## src/rtl/vs_pkg.sv

```systemverilog
package vs_pkg;
  typedef enum logic [1:0] {
    ST_SYNC = 2'd0,
    ST_ARM  = 2'd1,
    ST_RUN  = 2'd2
  } seq_state_t;
endpackage

```

## src/rtl/vs_sync.sv

```systemverilog
module vs_sync #(
  parameter int              WIDTH   = 2,
  parameter int              STAGES  = 2,
  parameter logic [WIDTH-1:0] RST_VAL = '0
) (
  input  logic             clk,
  input  logic             rst,
  input  logic [WIDTH-1:0] d_async,
  output logic [WIDTH-1:0] d_sync
);
  logic [WIDTH-1:0] chain [STAGES];

  generate
    for (genvar s = 0; s < STAGES; s++) begin : g_stage
      always_ff @(posedge clk) begin
        if (rst)
          chain[s] <= RST_VAL;
        else if (s == 0)
          chain[s] <= d_async;
        else
          chain[s] <= chain[(s > 0) ? s-1 : 0];
      end
    end
  endgenerate

  assign d_sync = chain[STAGES-1];
endmodule

```

## src/rtl/vs_edge.sv

```systemverilog
module vs_edge (
  input  logic clk,
  input  logic rst,
  input  logic level,
  output logic rise
);
  logic prev_q;

  always_ff @(posedge clk) begin
    if (rst) prev_q <= 1'b0;
    else     prev_q <= level;
  end

  assign rise = level & ~prev_q;
endmodule

```

## src/rtl/vs_seq.sv

```systemverilog
module vs_seq
  import vs_pkg::*;
#(
  parameter int ADDR_W     = 7,
  parameter int DATA_W     = 8,
  parameter int SYNC_EDGES = 9
) (
  input  logic              clk,
  input  logic              rst,
  input  logic              gate,
  input  logic              tick,
  input  logic              restart,
  input  logic [DATA_W-1:0] rd_data,
  output logic              rd_en,
  output logic [ADDR_W-1:0] addr,
  output logic              sda_pull,
  output logic              active
);
  localparam int POS_W = $clog2(DATA_W + 1);
  localparam int CNT_W = $clog2(SYNC_EDGES + 1);
  localparam logic [POS_W-1:0] NULL_POS = POS_W'(DATA_W);
  localparam logic [POS_W-1:0] LAST_POS = POS_W'(DATA_W - 1);
  localparam logic [CNT_W-1:0] SYNC_END = CNT_W'(SYNC_EDGES - 1);

  seq_state_t        st_q, st_n;
  logic [POS_W-1:0]  pos_q, pos_n;
  logic [CNT_W-1:0]  cnt_q, cnt_n;
  logic [ADDR_W-1:0] ptr_q, ptr_n;
  logic [DATA_W-1:0] sh_q, sh_n;
  logic              pull_q, pull_n;
  logic              rd_q, rd_n;
  logic              fetch_q;
  logic              act_q, act_n;

  always_comb begin
    st_n   = st_q;
    pos_n  = pos_q;
    cnt_n  = cnt_q;
    ptr_n  = ptr_q;
    sh_n   = fetch_q ? rd_data : sh_q;
    pull_n = pull_q;
    rd_n   = 1'b0;
    if (restart) begin
      st_n   = ST_ARM;
      ptr_n  = '0;
      pos_n  = NULL_POS;
      pull_n = 1'b0;
      rd_n   = 1'b1;
    end else if (!gate) begin
      pull_n = 1'b0;
    end else if (tick) begin
      case (st_q)
        ST_SYNC: begin
          pull_n = 1'b0;
          if (cnt_q == SYNC_END) begin
            st_n = ST_ARM;
            rd_n = 1'b1;
          end else begin
            cnt_n = cnt_q + 1'b1;
          end
        end
        default: begin
          if (st_q == ST_ARM || pos_q == NULL_POS) begin
            st_n   = ST_RUN;
            pull_n = ~sh_q[DATA_W-1];
            sh_n   = sh_q << 1;
            pos_n  = '0;
          end else if (pos_q == LAST_POS) begin
            pull_n = 1'b0;
            pos_n  = NULL_POS;
            ptr_n  = ptr_q + 1'b1;
            rd_n   = 1'b1;
          end else begin
            pull_n = ~sh_q[DATA_W-1];
            sh_n   = sh_q << 1;
            pos_n  = pos_q + 1'b1;
          end
        end
      endcase
    end
    act_n = gate && !restart && (st_n == ST_RUN);
  end

  always_ff @(posedge clk) begin
    if (rst) begin
      st_q    <= ST_SYNC;
      pos_q   <= NULL_POS;
      cnt_q   <= '0;
      ptr_q   <= '0;
      sh_q    <= '0;
      pull_q  <= 1'b0;
      rd_q    <= 1'b0;
      fetch_q <= 1'b0;
      act_q   <= 1'b0;
    end else begin
      st_q    <= st_n;
      pos_q   <= pos_n;
      cnt_q   <= cnt_n;
      ptr_q   <= ptr_n;
      sh_q    <= sh_n;
      pull_q  <= pull_n;
      rd_q    <= rd_n;
      fetch_q <= rd_q;
      act_q   <= act_n;
    end
  end

  assign rd_en    = rd_q;
  assign addr     = ptr_q;
  assign sda_pull = pull_q;
  assign active   = act_q;


  sync_quiet_chk: assert property (@(posedge clk) disable iff (rst)
    (st_q == ST_SYNC) |-> (!pull_q && !act_q));


  fetch_slot_chk: assert property (@(posedge clk) disable iff (rst)
    rd_q |-> (st_q == ST_ARM || pos_q == NULL_POS));


  ptr_step_chk: assert property (@(posedge clk) disable iff (rst)
    (ptr_q != $past(ptr_q)) |-> (ptr_q == $past(ptr_q) + 1'b1 || ptr_q == '0));


  pos_range_chk: assert property (@(posedge clk) disable iff (rst)
    pos_q <= NULL_POS);


  restart_wins_chk: assert property (@(posedge clk) disable iff (rst)
    restart |=> (st_q == ST_ARM && ptr_q == '0 && !pull_q));
endmodule

```

## src/rtl/vstream_tx.sv

```systemverilog
module vstream_tx #(
  parameter int ADDR_W      = 7,
  parameter int DATA_W      = 8,
  parameter int SYNC_EDGES  = 9,
  parameter int SYNC_STAGES = 2
) (
  input  logic              clk,
  input  logic              rst,
  input  logic              enable,
  input  logic              vclk_in,
  input  logic              scl_in,
  input  logic              restart,
  input  logic [DATA_W-1:0] mem_rd_data,
  output logic              mem_rd_en,
  output logic [ADDR_W-1:0] mem_addr,
  output logic              sda_pull,
  output logic              active
);
  logic [1:0] pins_s;
  logic       tick;
  logic       gate;

  vs_sync #(
    .WIDTH  (2),
    .STAGES (SYNC_STAGES),
    .RST_VAL(2'b10)
  ) u_sync (
    .clk    (clk),
    .rst    (rst),
    .d_async({scl_in, vclk_in}),
    .d_sync (pins_s)
  );

  vs_edge u_edge (
    .clk  (clk),
    .rst  (rst),
    .level(pins_s[0]),
    .rise (tick)
  );

  assign gate = enable & pins_s[1];

  vs_seq #(
    .ADDR_W    (ADDR_W),
    .DATA_W    (DATA_W),
    .SYNC_EDGES(SYNC_EDGES)
  ) u_seq (
    .clk     (clk),
    .rst     (rst),
    .gate    (gate),
    .tick    (tick),
    .restart (restart),
    .rd_data (mem_rd_data),
    .rd_en   (mem_rd_en),
    .addr    (mem_addr),
    .sda_pull(sda_pull),
    .active  (active)
  );


  scl_low_release_chk: assert property (@(posedge clk) disable iff (rst)
    !pins_s[1] |=> (!sda_pull && !active));


  enable_low_release_chk: assert property (@(posedge clk) disable iff (rst)
    !enable |=> (!sda_pull && !active));
endmodule

```

## config.mk

```make
export PLATFORM = sky130hd
export DESIGN_NAME = vstream_tx
export DESIGN_NICKNAME = d
export VERILOG_FILES = /design/src/rtl/vs_pkg.sv /design/src/rtl/vs_sync.sv /design/src/rtl/vs_edge.sv /design/src/rtl/vs_seq.sv /design/src/rtl/vstream_tx.sv
export SDC_FILE = /design/constraint.sdc
export NUM_CORES = 1
export LEC_CHECK = 0
export ABC_CLOCK_PERIOD_IN_PS = 1760
export CAP_MARGIN = 20
export CORE_MARGIN = 3
export CORE_UTILIZATION = 53
export CTS_CLUSTER_DIAMETER = 30
export CTS_CLUSTER_SIZE = 40
export DETAILED_ROUTE_END_ITERATION = 12
export GPL_TIMING_DRIVEN = 0
export MAX_ROUTING_LAYER = met4
export PLACE_DENSITY = 0.78
export SYNTH_ARGS = -nofsm -noshare
export SYNTH_HDL_FRONTEND = slang
export SYNTH_SLANG_ARGS = --single-unit
```

## constraint.sdc

```tcl
create_clock -name clk -period 1.76 [get_ports clk]
set_input_delay 0.264 -clock clk [delete_from_list [all_inputs] [get_ports clk]]
set_output_delay 0.264 -clock clk [all_outputs]
set_load 0.01 [all_outputs]
```

==> run metrics <==
status=finished, final reports clean; Least-Margin Pin Slew=0.612 ns; CTS root buf=clkbuf_4; Die H=62.5 um; CTS tree=yes; worst path arrival time=1.40 ns; Slowest cell on crit path=clkdlybuf4s50_1; Hold Crit Class=flop to flop; top cell type's share of synthesized area=0.402; final worst slack=0.0964 ns; relative slew slack=0.591; Fmax=601 MHz; grt ovf=0; Core Region=0.00290 sq mm; Routed met3 length=175 um; P per Cell Area=663 mW/mm^2; worst r2r dst=u_seq.cnt_q[2]; max incr delay on CP=0.59 ns; GR Util All Layers=0.208; Top Metal Used=met4; worst r2r path cells=5; drt pass-1 iters=4; latest clock arrival within the worst-skew pair=0.35 ns; clock slew at reported path FFs=0.10 ns; maximum clock path buffer count=2; synthesized instance count=180; worst slack, placed=-0.408 ns; final setup fails=0; clock skew=0.00871 ns; count of final max-slew check failures=0; ranking of synthesized cells by area=dfxtp_1, mux2i_1, mux2_2; routed wire length=3670 um; Die Wd=62.5 um; kind of critical path=flop to output pin; layout cell share with drive strength beyond 1=0.160; Netlist cell types=43; Clk network pwr share=0.340; Yosys warnings=0; Sw Ratio=0.253; DRT antenna net count=0; Yosys top cell by area=dfxtp_1; final period utilization=0.945; Syn Area/Cell=9.40 sq um; vias in the first global route=1438; Seq pwr share=0.573; wire length on met2=1840 um; max-cap violation count=0; Final Net Count=230; Synth async-reset ratio=0; row cnt=19; crit path from=u_seq.addr[2]; hpwl dp=2630 um; Die ar.=0.00391 sq mm; Worst setup endpoint=mem_addr[2]; Area Growth Syn to Fin=22.9%; CP max FO=7; #FFs+latches synth=34; cell area after placement=0.00198 sq mm; Initial Util=0.584; syn_nets=199; placed insts=245; Post-synth top flop=dfxtp_1; initial antenna violation count=0; Hold Violations, Final=0; Post-synth EDFFs=0; pin count of the biggest net entering global routing=12; CP Capture Type=output pin; io pins=24; first-pass GRT wire length=6380 um; Initial DRC Count=98; CP required=1.50 ns; Hold Path Depth=1; r2r setup slk=0.12 ns; worst r2r src=u_seq.cnt_q[0]; delay-heaviest family, CP=buffers and inverters; fin crit period=1.66 ns; drt drc=0; critical path launch point type=flop; Post-Layout Cell Count=254; Pleak=0.719 nW; RSZ-0062 raised after global routing=no; worst vdd ir=0.508 mV; Crit path depth=1; vias per inst=5.72; Mapped Area=0.00169 sq mm; Avg WL per Cell=14.5 um; post-synthesis sequential area ratio=0.402; Clock H-tree levels=2; Buf/Inv on CP=1; port bufs=23; cell area after layout=0.00208 sq mm; Num Clock Sinks=34; Pint=1.03 mW; Comb pwr share=0.086; vias=1452; crit-path cells=clkdlybuf4s50_1; Num CTS Buffers=5; sw power=0.349 mW; Antenna diodes=0; Metal-1 WL=1600 um; Final GP Congestion=0.820
[power groups by stage]
stage | clock network, mW | registers [mW] | logic [mW]
after floorplan | 0 | 0.808 | 0.0635
after global placement | 0 | 0.810 | 0.113
after detailed placement | 0 | 0.810 | 0.116
after CTS | 0.479 | 0.793 | 0.117
after global routing | 0.526 | 0.793 | 0.130
final | 0.470 | 0.791 | 0.119
[cells in the final DEF (no fill, tap or decap), types with 3 or more instances in the layout]
cell type,n
clkdlybuf4s50_1,23
clkbuf_4,5
nand4_1,4
inv_1,7
dfxtp_1,32
or2_2,4
clkbuf_1,7
o41ai_1,3
nand2_1,6
or3_1,4
nor2b_1,12
nor2_1,13
mux2_2,9
mux2i_1,11
ha_1,4
nand2b_1,5
nand3_1,6
o21ai_0,4
a21oi_1,6
nor3_1,4
[registers in the layout, summed over array words and instances (netlist names)]
signal	cells
u_seq.rd_en	1
u_seq.fetch_q	1
u_seq.active	1
u_seq.addr	7
u_sync.chain	4
u_seq.pos_q	4
u_edge.prev_q	1
u_seq.cnt_q	4
u_seq.st_q	2
u_seq.sh_q	8
u_seq.sda_pull	1
[area by class of cell]
cell class / count / area, sq um
multi-input combinational: 129 / 967
fill: 239 / 820
sequential: 34 / 686
timing repair buffer: 24 / 241
tap: 42 / 52.6
clock buffer: 6 / 51.3
buffer: 10 / 43.8
inverter: 7 / 26.3
clock inverter: 2 / 12.5
[layer usage]
metal	vias to the layer above	track usage
met1	694	0.235
li1	719	-
met3	8	0.0540
met4	0	0.105
met2	31	0.340
met5	-	-
[synth_stat cells, drive strengths merged, types with 2 or more instances]
library cell / n
dfxtp: 34
nor2: 14
nor2b: 12
mux2i: 11
mux2: 9
clkbuf: 8
inv: 7
a21oi: 6
nand2: 6
nand3: 6
ha: 5
nand2b: 5
nor4: 5
nand4: 4
nor3: 4
o21ai: 4
or2: 4
or3: 4
and4b: 3
o41ai: 3
a211oi: 2
buf: 2
nand4b: 2
nor3b: 2
o311ai: 2
o32ai: 2
[repair_timing]
| item | CTS | global route |
|---|---|---|
| hold buffers | 0 | 0 |
| setup endpoints to repair | 9 | 11 |
| buffers inserted | 1 | 0 |
| pin swaps | 1 | 2 |
| gates resized for setup | 6 | 8 |
[worst min path at each step]
stage	startpoint	end
after floorplan	scl_in	u_sync.chain[0][1]
after global placement	u_sync.chain[0][1]	u_sync.chain[1][1]
after detailed placement	u_sync.chain[0][1]	u_sync.chain[1][1]
after CTS	u_sync.chain[0][1]	u_sync.chain[1][1]
after global routing	scl_in	u_sync.chain[0][1]
final	u_sync.chain[0][1]	u_sync.chain[1][1]
[cells by family (layout without fill, tap and decap cells)]
family	after synthesis	after routing	share of synthesized area
AO/OA/AOI/OAI	28	28	0.118
buffers and inverters	17	49	0.0392
multiplexers	20	20	0.125
adder cells (fa/ha/maj)	5	5	0.0370
AND/OR/NAND/NOR	76	76	0.279
flip-flops	34	34	0.402
[stage by stage]
step / utilization / hold WS (ns) / power (mW) / setup TNS (ns)
after global routing: 0.717 / 0.450 / 1.45 / 0
after global placement: 0.681 / 0.394 / 0.923 / -4.67
after CTS: 0.711 / 0.430 / 1.39 / 0
after detailed placement: 0.681 / 0.405 / 0.926 / -5.20
after floorplan: - / 0.368 / 0.872 / 0
final: 0.717 / 0.425 / 1.38 / 0
No activity file was read; power rests on OpenSTA's default activity.
